`src/rtl/link_toggle_pkg.sv`:
```
package link_toggle_pkg;
  typedef enum logic [2:0] {
    TX_IDLE    = 3'd0,
    TX_RESUME  = 3'd1,
    TX_ACTIVE  = 3'd2,
    TX_HOLDOFF = 3'd3,
    TX_ENTRY   = 3'd4
  } tx_st_e;

  typedef enum logic {
    RX_IDLE   = 1'b0,
    RX_ACTIVE = 1'b1
  } rx_st_e;

  function automatic int cnt_w(input int n);
    return (n < 2) ? 1 : $clog2(n);
  endfunction
endpackage

```
`src/rtl/link_toggle_dcnt.sv`:
```
module link_toggle_dcnt #(
  parameter int LIMIT = 4,
  parameter int W     = link_toggle_pkg::cnt_w(LIMIT)
) (
  input  logic         clk,
  input  logic         rst,
  input  logic         load,
  input  logic         dec,
  output logic         zero,
  output logic [W-1:0] count
);
  localparam logic [W-1:0] TOP = W'(LIMIT - 1);

  always_ff @(posedge clk) begin
    if (rst)                        count <= '0;
    else if (load)                  count <= TOP;
    else if (dec && count != '0)    count <= count - 1'b1;
  end

  assign zero = (count == '0);
endmodule

```
`src/rtl/link_toggle_tx.sv`:
```
module link_toggle_tx
  import link_toggle_pkg::*;
#(
  parameter int LVL_W      = 6,
  parameter int DW         = 8,
  parameter int RESUME_CYC = 1250,
  parameter int WAIT_CYC   = 1250,
  parameter int SLEEP_CYC  = 125
) (
  input  logic             clk,
  input  logic             rst,
  input  logic [LVL_W-1:0] fill_level,
  input  logic [LVL_W-1:0] fill_thresh,
  input  logic             force_active,
  input  logic             host_valid,
  input  logic [DW-1:0]    host_data,
  output logic             host_ready,
  output logic             phy_tx_on,
  output logic             phy_tx_marker,
  output logic             phy_tx_valid,
  output logic [DW-1:0]    phy_tx_data,
  output logic [2:0]       tx_state
);
  localparam int RW = cnt_w(RESUME_CYC);
  localparam int HW = cnt_w(WAIT_CYC);
  localparam int SW = cnt_w(SLEEP_CYC);
  localparam logic [RW-1:0] RES_FIRST = RW'(RESUME_CYC - 1);

  tx_st_e state_q, state_d;
  logic   wake_req, empty;
  logic   res_load, res_dec, res_zero;
  logic   hold_load, hold_dec, hold_zero;
  logic   slp_load, slp_dec, slp_zero;
  logic [RW-1:0] res_cnt;
  logic [HW-1:0] hold_cnt;
  logic [SW-1:0] slp_cnt;

  assign empty    = (fill_level == '0);
  assign wake_req = force_active || (!empty && fill_level >= fill_thresh);

  assign res_load  = (state_q == TX_IDLE) && wake_req;
  assign res_dec   = (state_q == TX_RESUME);
  assign hold_load = (state_q == TX_ACTIVE) && empty && !force_active;
  assign hold_dec  = (state_q == TX_HOLDOFF);
  assign slp_load  = (state_q == TX_HOLDOFF) && hold_zero && empty && !force_active;
  assign slp_dec   = (state_q == TX_ENTRY);

  link_toggle_dcnt #(.LIMIT(RESUME_CYC), .W(RW)) u_res_cnt (
    .clk(clk), .rst(rst), .load(res_load), .dec(res_dec),
    .zero(res_zero), .count(res_cnt)
  );

  link_toggle_dcnt #(.LIMIT(WAIT_CYC), .W(HW)) u_hold_cnt (
    .clk(clk), .rst(rst), .load(hold_load), .dec(hold_dec),
    .zero(hold_zero), .count(hold_cnt)
  );

  link_toggle_dcnt #(.LIMIT(SLEEP_CYC), .W(SW)) u_slp_cnt (
    .clk(clk), .rst(rst), .load(slp_load), .dec(slp_dec),
    .zero(slp_zero), .count(slp_cnt)
  );

  always_comb begin
    state_d = state_q;
    unique case (state_q)
      TX_IDLE:    if (wake_req) state_d = TX_RESUME;
      TX_RESUME:  if (res_zero) state_d = TX_ACTIVE;
      TX_ACTIVE:  if (empty && !force_active) state_d = TX_HOLDOFF;
      TX_HOLDOFF: begin
        if (!empty || force_active) state_d = TX_ACTIVE;
        else if (hold_zero)         state_d = TX_ENTRY;
      end
      TX_ENTRY:   if (slp_zero) state_d = TX_IDLE;
      default:    state_d = TX_IDLE;
    endcase
  end

  always_ff @(posedge clk) begin
    if (rst) begin
      state_q       <= TX_IDLE;
      phy_tx_marker <= 1'b0;
      phy_tx_valid  <= 1'b0;
      phy_tx_data   <= '0;
    end else begin
      state_q       <= state_d;
      phy_tx_marker <= (state_q == TX_RESUME) && (res_cnt == RES_FIRST);
      phy_tx_valid  <= host_valid && (state_q == TX_ACTIVE);
      if (host_valid && state_q == TX_ACTIVE) phy_tx_data <= host_data;
    end
  end

  assign host_ready = (state_q == TX_ACTIVE);
  assign phy_tx_on  = (state_q == TX_RESUME) || (state_q == TX_ACTIVE) ||
                      (state_q == TX_HOLDOFF);
  assign tx_state   = state_q;

  logic unused_cnt;
  assign unused_cnt = ^{hold_cnt, slp_cnt};
endmodule

```
`src/rtl/link_toggle_rx.sv`:
```
module link_toggle_rx
  import link_toggle_pkg::*;
#(
  parameter int DW = 8
) (
  input  logic          clk,
  input  logic          rst,
  input  logic          phy_rx_marker,
  input  logic          phy_rx_idle_det,
  input  logic          phy_rx_valid,
  input  logic [DW-1:0] phy_rx_data,
  output logic          ctrl_rx_valid,
  output logic [DW-1:0] ctrl_rx_data,
  output logic          rx_state
);
  rx_st_e state_q, state_d;

  always_comb begin
    state_d = state_q;
    unique case (state_q)
      RX_IDLE:   if (phy_rx_marker)   state_d = RX_ACTIVE;
      RX_ACTIVE: if (phy_rx_idle_det) state_d = RX_IDLE;
      default:   state_d = RX_IDLE;
    endcase
  end

  always_ff @(posedge clk) begin
    if (rst) begin
      state_q       <= RX_IDLE;
      ctrl_rx_valid <= 1'b0;
      ctrl_rx_data  <= '0;
    end else begin
      state_q       <= state_d;
      ctrl_rx_valid <= phy_rx_valid && (state_q == RX_ACTIVE);
      if (phy_rx_valid && state_q == RX_ACTIVE) ctrl_rx_data <= phy_rx_data;
    end
  end

  assign rx_state = state_q;
endmodule

```
`src/rtl/link_toggle_ctrl.sv`:
```
module link_toggle_ctrl #(
  parameter int LVL_W      = 6,
  parameter int DW         = 8,
  parameter int RESUME_CYC = 1250,
  parameter int WAIT_CYC   = 1250,
  parameter int SLEEP_CYC  = 125
) (
  input  logic             clk,
  input  logic             rst,
  input  logic [LVL_W-1:0] fill_level,
  input  logic [LVL_W-1:0] fill_thresh,
  input  logic             force_active,
  input  logic             host_valid,
  input  logic [DW-1:0]    host_data,
  output logic             host_ready,
  output logic             phy_tx_on,
  output logic             phy_tx_marker,
  output logic             phy_tx_valid,
  output logic [DW-1:0]    phy_tx_data,
  input  logic             phy_rx_marker,
  input  logic             phy_rx_idle_det,
  input  logic             phy_rx_valid,
  input  logic [DW-1:0]    phy_rx_data,
  output logic             ctrl_rx_valid,
  output logic [DW-1:0]    ctrl_rx_data,
  output logic [2:0]       tx_state,
  output logic             rx_state
);
  // RESUME_CYC must be at least 2 so the marker lands inside the resume window.
  link_toggle_tx #(
    .LVL_W(LVL_W), .DW(DW), .RESUME_CYC(RESUME_CYC),
    .WAIT_CYC(WAIT_CYC), .SLEEP_CYC(SLEEP_CYC)
  ) u_tx (
    .clk(clk), .rst(rst), .fill_level(fill_level), .fill_thresh(fill_thresh),
    .force_active(force_active), .host_valid(host_valid), .host_data(host_data),
    .host_ready(host_ready), .phy_tx_on(phy_tx_on), .phy_tx_marker(phy_tx_marker),
    .phy_tx_valid(phy_tx_valid), .phy_tx_data(phy_tx_data), .tx_state(tx_state)
  );

  link_toggle_rx #(.DW(DW)) u_rx (
    .clk(clk), .rst(rst), .phy_rx_marker(phy_rx_marker),
    .phy_rx_idle_det(phy_rx_idle_det), .phy_rx_valid(phy_rx_valid),
    .phy_rx_data(phy_rx_data), .ctrl_rx_valid(ctrl_rx_valid),
    .ctrl_rx_data(ctrl_rx_data), .rx_state(rx_state)
  );
endmodule

```
`config.mk`:
```
export PLATFORM = sky130hd
export DESIGN_NAME = link_toggle_ctrl
export DESIGN_NICKNAME = d
export VERILOG_FILES = /design/src/rtl/link_toggle_pkg.sv /design/src/rtl/link_toggle_dcnt.sv /design/src/rtl/link_toggle_tx.sv /design/src/rtl/link_toggle_rx.sv /design/src/rtl/link_toggle_ctrl.sv
export SDC_FILE = /design/constraint.sdc
export NUM_CORES = 1
export LEC_CHECK = 0
export ABC_AREA = 1
export BUFFER_PORTS_ARGS = -buffer_cell sky130_fd_sc_hd__buf_2
export CORE_UTILIZATION = 30
export CTS_BUF_LIST = sky130_fd_sc_hd__clkbuf_4
export DETAILED_ROUTE_END_ITERATION = 8
export SLEW_MARGIN = 20
export SYNTH_ARGS = -nofsm -noshare
export SYNTH_HDL_FRONTEND = slang
export SYNTH_HIERARCHICAL = 1
export SYNTH_SLANG_ARGS = --single-unit
```
`constraint.sdc`:
```
create_clock -name clk -period 2.13 [get_ports clk]
set_clock_uncertainty 0.05 [all_clocks]
set_input_delay 0.5325 -clock clk [delete_from_list [all_inputs] [get_ports clk]]
set_output_delay 0.5325 -clock clk [all_outputs]
set_load 0.02 [all_outputs]
```
# After elaboration in Yosys (flattened, before gate mapping)

Cells that the tools add are included.

Flip-flop bits (word level): 52
Bits in latches: 0
Bits in writable memories: 0
ROM bits: 0
Output and inout port bits: 25
Memories: 0

Add/subtract/negate cells: 3
Multipliers: 0
Div/mod/pow operators: 0
Order comparisons: 1
Equal/unequal tests: 10
Shift operators: 0
Mux-type cells: 16
Bitwise operators: 1
Reduce and logical (&&, ||, !) cells: 35

Operators by type and width:

| kind                                                                     | count |
|---|---|
| 11-bit 2-to-1 mux                                                        | 4 |
| 11-bit zero test                                                         | 2 |
| 11-bit nonzero test                                                      | 2 |
| 11-bit by 1-bit subtractor with 11-bit output (second input constant)    | 2 |
| 3-bit 2-to-1 mux                                                         | 6 |
| 3-bit one-hot mux with 5 select lines                                    | 1 |
| 1-bit logical AND                                                        | 14 |
| 7-bit 2-to-1 mux                                                         | 2 |
| 11-bit equality test (second input constant)                             | 1 |
| 2-bit by 1-bit inequality test with 1-bit output (second input constant) | 4 |
| 7-bit zero test                                                          | 1 |
| 7-bit nonzero test                                                       | 1 |
| 7-bit by 1-bit subtractor with 7-bit output (second input constant)      | 1 |
| 3-bit by 2-bit equality test with 1-bit output (second input constant)   | 2 |
| 6-bit greater-or-equal comparator                                        | 1 |
| 6-bit zero test                                                          | 1 |
| 2-bit nonzero test                                                       | 3 |
| 2-bit OR reduction                                                       | 3 |
| 5-bit AND reduction                                                      | 1 |
| 1-bit logical OR                                                         | 4 |
| 3-bit by 1-bit equality test with 1-bit output (second input constant)   | 1 |
| 3-bit equality test (second input constant)                              | 1 |
| 3-bit zero test                                                          | 1 |
| 3-bit by 1-bit inequality test with 1-bit output (second input constant) | 1 |
| 4 further kinds                                                          | 6 |

# Depth between registers and ports, before layout

Gate-level depths: netlist (run 1).

Depth after elaboration: 6
Gate-level depth with buffers: 16
Mapped depth without buffers: 16

# Hierarchy

Netlist (run 1), hierarchy kept.

Modules (own cells, without submodules):

| module                                  | times used | cells each | area each (sq um) |
|---|---|---|---|
| link_toggle_dcnt at u_tx.u_hold_cnt ... | 2          | 102        | 681.9 |
| link_toggle_tx                          | 1          | 135        | 835.8 |
| link_toggle_dcnt at u_tx.u_slp_cnt      | 1          | 70         | 474.2 |
| link_toggle_rx                          | 1          | 58         | 392.9 |

# Least setup slack after synthesis (run 1)

Ideal clock, no wire load.

Kind: register to register
Start point: register u_tx.u_res_cnt.count[0]
End point: register u_tx.state_q[0] (netlist: u_tx/tx_state[0])
Setup time: 114 ps
Arrival: 1634 ps
Path slack: 332 ps
Cell stages (with the launch flop): 16
Period minus slack after synthesis: 1798 ps
Path through: dfxtp_1 > inv_1 > ha_1 > nand2_1 > nor2_2 > nand3_4 > inv_1 > inv_1 > nand4_1 > nand2_1 > inv_1 > nand2_1 > nor2_2 > nand2_1 > nor2_1 > nor2_2

Cells in the longest elaborated chain, start to end: 3

Ends and longest elaborated chain:

| element                                                    | line                   | RTL |
|---|---|---|
| start: declaration                                         | link_toggle_dcnt.sv:10 | `output logic [W-1:0] count` |
| start signal: assignment                                   | link_toggle_dcnt.sv:17 | `else if (dec && count != '0) count <= count - 1'b1;` |
| 11-bit zero test                                           | link_toggle_dcnt.sv:20 | `assign zero = (count == '0);` |
| named net u_tx.res_zero                                    | link_toggle_tx.sv:31   | `logic res_load, res_dec, res_zero;` |
| 2-bit by 1-bit inequality test with 1-bit output (no line) | --                     |  |
| 5-bit AND reduction (no line)                              | --                     |  |
| end signal: assignment                                     | link_toggle_tx.sv:85   | `state_q <= state_d;` |
| end: declaration                                           | link_toggle_tx.sv:29   | `tx_st_e state_q, state_d;` |

The timed path passes the listed nets, and every way through them passes these cells.
A chain may end at the register's enable or synchronous reset.

# Worst setup path after layout (run 1)

Start point: register u_tx.state_q[1] (netlist: u_tx/tx_state[1])
End point: output host_ready

Cells in the longest elaborated chain, start to end: 1

Ends and longest elaborated chain:

| element                                        | line                   | RTL |
|---|---|---|
| 3-bit by 2-bit equality test with 1-bit output | link_toggle_tx.sv:92   | `assign host_ready = (state_q == TX_ACTIVE);` |
| end: declaration                               | link_toggle_ctrl.sv:15 | `output logic host_ready,` |

No other way between the ends.

==> impl_metrics.tcl, run 1 <==
set metrics [dict create \
    period_share 0.927 \
    numPortBuffers 59 \
    cp_slowest_cell "dfxtp_1" \
    grt_pass1_vias 2600 \
    ioPinCount 60 \
    hold_path.class "input port to flop" \
    crit_arrival_ns 1.39 \
    status "complete, no violations" \
    die_h_um 103 \
    ys.flop_type "dfxtp_1" \
    grt_pass1_wl_um 11300 \
    cts_setup_buffers 0 \
    htree_levels 2 \
    syn_nets 512 \
    hold_buffers 0 \
    critPathKind "flop to primary output" \
    path_depth 3 \
    numCtsBuffers 5 \
    drt_iter0_markers 98 \
    whs_path_depth 3 \
    synth_seq_area_share 0.339 \
    synth_area_um2 3070 \
    synth-warning-count 6 \
    wl_per_cell_um 9.97 \
    vias 2921 \
    fmax_ghz 0.506 \
    setup_viol_count_final 0 \
    clock_path_buffers 2 \
    place_congestion 0.815 \
    ir_drop_uv 313 \
    worstSetupStartpointType "flop" \
    synth_cell_type_count 29 \
    p_per_area_nw_per_um2 977 \
    synth_edf_count 0 \
    crit_buf_inv 2 \
    grt-ovfl-total 0 \
    critPathRequiredTime_ns 1.55 \
    cts.sinks 52 \
    reg2reg_depth 13 \
    hold_viol 0 \
    timing.setup.tns_ns 0 \
    synth_seq_cells 52 \
    avgViaCountPerCell 4.38 \
    clkTransAtPathRegs_ns 0.16 \
    slew_headroom 0.624 \
    slowest_delay_ns 0.49 \
    min_period_ns 1.98 \
    post-place-ws_ns 0.0788 \
    p_leak_uw 0.00193 \
    rsz0062_at_grt "no" \
    cts-root-buf "clkbuf_4" \
    cts_tree "done" \
    drc 0 \
    hpwlAfterDp_um 5110 \
    totalWireLength_um 6650 \
    endpoint_kind "primary output" \
    fill_cells 1083 \
    grt_max_degree 23 \
    drtAntennaViolNets 0 \
    synthCells 467 \
    syn_to_final_growth_pct 18.0 \
    async_flop_share 0 \
    dieArea_um2 10600 \
    drive_gt1_frac 0.220 \
    dr.pass1.iters 4 \
    clk_latency_ns 0.37 \
    cp_max_fo 7 \
    tightest_slew_ns 0.561 \
    antenna_found_initial 0 \
    core-area_um2 9820 \
    start_util 0.312 \
    avgSynthCellArea_um2 6.57 \
    crit_chain "inv_1 > nor2_2 > buf_2" \
    fin_nets 577 \
    fin_ws_ns 0.155 \
    dieWidth_um 103 \
    rows 36 \
    drv_cap 0 \
    grt_usage 0.132 \
    cts_resized 0 \
    crit_family "flip-flops" \
    drv_slew 0 \
]
==> logic make-up after synthesis <==
family          after synthesis  synth area share
simple gates                264             0.406
fa+ha+maj                    10            0.0408
compound gates               40            0.0771
xor+xnor                      5            0.0143
buf+inv                      96             0.122
flops                        52             0.339
==> tightest hold or removal path, cell delays in order <==
cell and delay, ns:
buf_2 0.07, nor2_1 0.03, nor2_1 0.08
==> path summary, 6_finish.rpt <==
| check | from | end | slack, ns |
|---|---|---|---|
| setup / recovery | u_tx/tx_state[1]$_SDFFE_PP0P_ | host_ready | 0.15 |
| hold / removal | phy_rx_marker | u_rx/rx_state$_SDFF_PP0_ | 0.31 |
| hold reg to reg | u_tx/phy_tx_data[5]$_SDFFE_PP0P_ | u_tx/phy_tx_data[5]$_SDFFE_PP0P_ | 0.42 |
| setup reg to reg | u_tx/u_hold_cnt/count[0]$_SDFFE_PP0P_ | u_tx/u_slp_cnt/count[5]$_SDFFE_PP0P_ | 0.25 |
==> placed cells by master, fill, tap and decap left out, drive strengths merged <==
cell and instances:
nor4 1, nand4 12, clkbuf 5, diode 1, o21bai 1, nand3b 1
a31oi 1, nor2 77, buf 64, ha 10, inv 89, dfxtp 52
nor3 3, a21oi 26, xor2 5, o21ai 8, nand3 46, bufinv 1
nand2 124, clkinv 2, clkinvlp 1, a21boi 2, a211oi 2
==> cell type report <==
| class | instances | area (um2) | area share |
|---|---|---|---|
| Antenna cell | 1 | 2.50 | 0.000691 |
| Clock buffer | 5 | 37.5 | 0.0104 |
| Clock inverter | 3 | 42.5 | 0.0118 |
| Inverter | 90 | 338 | 0.0933 |
| Multi-Input combinational cell | 319 | 1660 | 0.458 |
| Sequential cell | 52 | 1040 | 0.288 |
| Tap cell | 133 | 166 | 0.0460 |
| Timing Repair Buffer | 64 | 333 | 0.0919 |
==> synthesized netlist by cell type (3+ instances only) <==
master,number,area [um2]
a21oi_1,26,130
dfxtp_1,52,1040
ha_1,10,125
inv_1,82,308
inv_2,7,26.3
nand2_1,111,417
nand2_2,10,62.6
nand2_4,3,33.8
nand3_1,43,215
nand3_4,3,52.6
nand4_1,12,75.1
nor2_1,60,225
nor2_2,11,68.8
nor2_4,6,67.6
nor3_1,3,15.0
o21ai_0,4,20.0
o21ai_1,4,20.0
xor2_1,5,43.8
==> power by group <==
part	total, uW	internal, uW	switching [uW]
Clock	568	245	323
Sequential	1240	1110	133
Combinational	1730	621	1110
==> layer usage <==
metal	part of all wire	vias to the layer above	GRT usage
met3	0.028	5	0.0231
li1	-	1575	-
met2	0.48	41	0.235
met4	0.0084	0	0.0358
met5	0	-	0
met1	0.49	1300	0.162
==> flip-flops by register name, indices dropped and copies added (netlist names), 3 cells and up <==
| name | flops |
|---|---|
| u_tx/u_hold_cnt/count | 11 |
| u_tx/u_res_cnt/count | 11 |
| u_rx/ctrl_rx_data | 8 |
| u_tx/phy_tx_data | 8 |
| u_tx/u_slp_cnt/count | 7 |
| u_tx/tx_state | 3 |
==> stage by stage <==
stage                     instances  hold WS [ns]  cell area (um2)  utilization  power, uW
after floorplan                 467         0.391             3070            -       2550
after global placement          658         0.398             3530        0.359       2940
after detailed placement        658         0.403             3530        0.359       2960
after CTS                       666         0.292             3610        0.368       3550
after global routing            666         0.303             3620        0.368       3850
final                           667         0.315             3620        0.369       3540
(Power assumes the default switching activity.)
==> run 2: changes to the inputs <==
- CORE_UTILIZATION: 30 -> 45
- PLACE_DENSITY: not set -> 0.67
==> run 2 against run 1 <==
  * Critical path depth is 12 higher
  * Register-to-register slack got worse by 0.07 ns
  * Die area fell by 33%
  * Clock power about the same
  * Clock-buffer cell count unchanged
  * Largest power group unchanged
==> impl_metrics.tcl, run 2 (same netlist as run 1, synthesis figures left out) <==
set metrics [dict create \
    hold_path.class "input port to flop" \
    avgViaCountPerCell 4.70 \
    seqPwrFrac 0.354 \
    drv_cap 0 \
    ir_drop_uv 690 \
    totalWireLength_um 6370 \
    antenna_cells 0 \
    hold_buffers 0 \
    period_share 0.915 \
    cts_tree "done" \
    fin_nets 577 \
    hpwlAfterDp_um 4820 \
    rows 29 \
    drv_slew 0 \
    setup_viol_count_final 0 \
    pwr-share-comb 0.482 \
    cts.sinks 52 \
    antenna_found_initial 0 \
    power.switching_uw 1530 \
    rsz0062_at_grt "no" \
    drtAntennaViolNets 0 \
    timing.setup.tns_ns 0 \
    ioPinCount 60 \
    grt_max_degree 23 \
    layout.cells.non_filler 610 \
    dr.pass1.iters 4 \
    tightest_slew_ns 0.570 \
    numCtsBuffers 5 \
    drive_gt1_frac 0.216 \
    placed_cells 600 \
    critPathKind "flop to flop" \
    layout_common_cells "111 x nand2_1, 81 x inv_1, 60 x nor2_1" \
    largestRegisters "u_tx/u_hold_cnt/count (11), u_tx/u_res_cnt/count (11)" \
    start_util 0.475 \
    p_clk_frac 0.163 \
    hold_viol 0 \
    worstSetupStartpointType "flop" \
    crit_chain "inv_1 > ha_1 > nand2_1 > nor2_2 > nand3_4 > inv_1 > inv_1 > nand4_1 > nand2_1 > inv_1 > nand2_1 > nor2_2 > nand2_1 > nor2_1 > nor2_2" \
    place_congestion 0.807 \
    numPortBuffers 59 \
    dieWidth_um 84.6 \
    cp_slowest_cell "dfxtp_1" \
    layout_commonest_cell "nand2_1" \
    grt-ovfl-total 0 \
    critPathRequiredTime_ns 2.36 \
    whs_ns 0.328 \
    die_h_um 84.6 \
    grt_pass1_vias 2657 \
    min_period_ns 1.95 \
    clk_latency_ns 0.37 \
    clkTransAtPathRegs_ns 0.15 \
    wl_per_cell_um 10.4 \
    syn_to_final_growth_pct 15.6 \
    core-area_um2 6460 \
    grt_pass1_wl_um 11000 \
    cts-root-buf "clkbuf_4" \
    fmax_ghz 0.513 \
    slew_headroom 0.619 \
    drc 0 \
    reg2reg_slack_ns 0.18 \
    p_per_area_nw_per_um2 983 \
    dieArea_um2 7150 \
    p_leak_uw 0.00193 \
    clock_path_buffers 2 \
    swShare 0.440 \
    drt_iter0_markers 101 \
    endpoint_kind "flop" \
    grt_usage 0.186 \
    p_int_uw 1950 \
    slowest_delay_ns 0.36 \
    status "complete, no violations" \
    crit_arrival_ns 2.18 \
    htree_levels 2 \
    cp_max_fo 5 \
    vias 2870 \
]
[run 2: cell types whose count changed in the layout (fill, tap and decap cells not counted)]
cell | before | now
inv_2 | 9 | 8
diode_2 | 1 | 0
ha_2 | 1 | 0
ha_1 | 9 | 10
inv_1 | 80 | 81
[run 2: timing repair]
| item | in CTS | in global routing |
|---|---|---|
| setup buffers | 0 | 2 |
| pin swaps | 0 | 1 |
| endpoints found under the setup margin | 1 | 2 |
| gates resized for setup | 1 | 1 |
[run 2: area by class of cell]
class,count,area [um2]
fill,655,2910
clock inverter,3,42.5
tap,77,96.3
multi-input combinational,319,1660
inverter,90,338
clock buffer,5,37.5
timing repair buffer,64,333
sequential,52,1040
[run 2: critical path, delay by kind of cell, from the launching register on]
family                     cells  cell delay [ns]
adders and majority gates      1             0.23
and+or+nand+nor               10             0.94
buffers and inverters          4             0.27
DFF                            1             0.36
[run 2: power groups by stage]
stage	Clock (uW)	Sequential, uW	Combinational [uW]
finish	570	1240	1680
global route	619	1260	1910
CTS	591	1240	1660
detailed placement	0	1260	1650
global placement	0	1250	1640
floorplan	0	1290	1260
[run 2: layer usage]
metal  routed length [um]  part of all wire  track usage
met4                   40            0.0063       0.0493
met5                    0                 0            0
met2                 3170              0.50        0.338
met3                  105             0.016       0.0315
met1                 3060              0.48        0.227
[run 2: through the flow]
stage / total power (uW) / worst slack, ns / area (um2) / utilization
2_1_floorplan: 2550 / 0.332 / 3070 / -
3_3_place_gp: 2890 / 0.170 / 3440 / 0.533
3_5_place_dp: 2910 / 0.105 / 3440 / 0.533
4_1_cts: 3490 / 0.0679 / 3530 / 0.546
5_1_grt: 3790 / 0.0173 / 3540 / 0.549
6_report: 3490 / 0.181 / 3540 / 0.549
[run 2: worst paths after layout]
kind / startpoint / endpoint / depth (start not counted)
worst max-delay path: u_tx/u_res_cnt/count[0]$_SDFFE_PP0P_ / u_tx/tx_state[0]$_SDFFE_PP0P_ / 15
worst min-delay path: phy_rx_data[3] / u_rx/ctrl_rx_data[3]$_SDFFE_PP0P_ / 3
worst max register to register: u_tx/u_res_cnt/count[0]$_SDFFE_PP0P_ / u_tx/tx_state[0]$_SDFFE_PP0P_ / 15
worst min register to register: u_tx/phy_tx_data[6]$_SDFFE_PP0P_ / u_tx/phy_tx_data[6]$_SDFFE_PP0P_ / 2
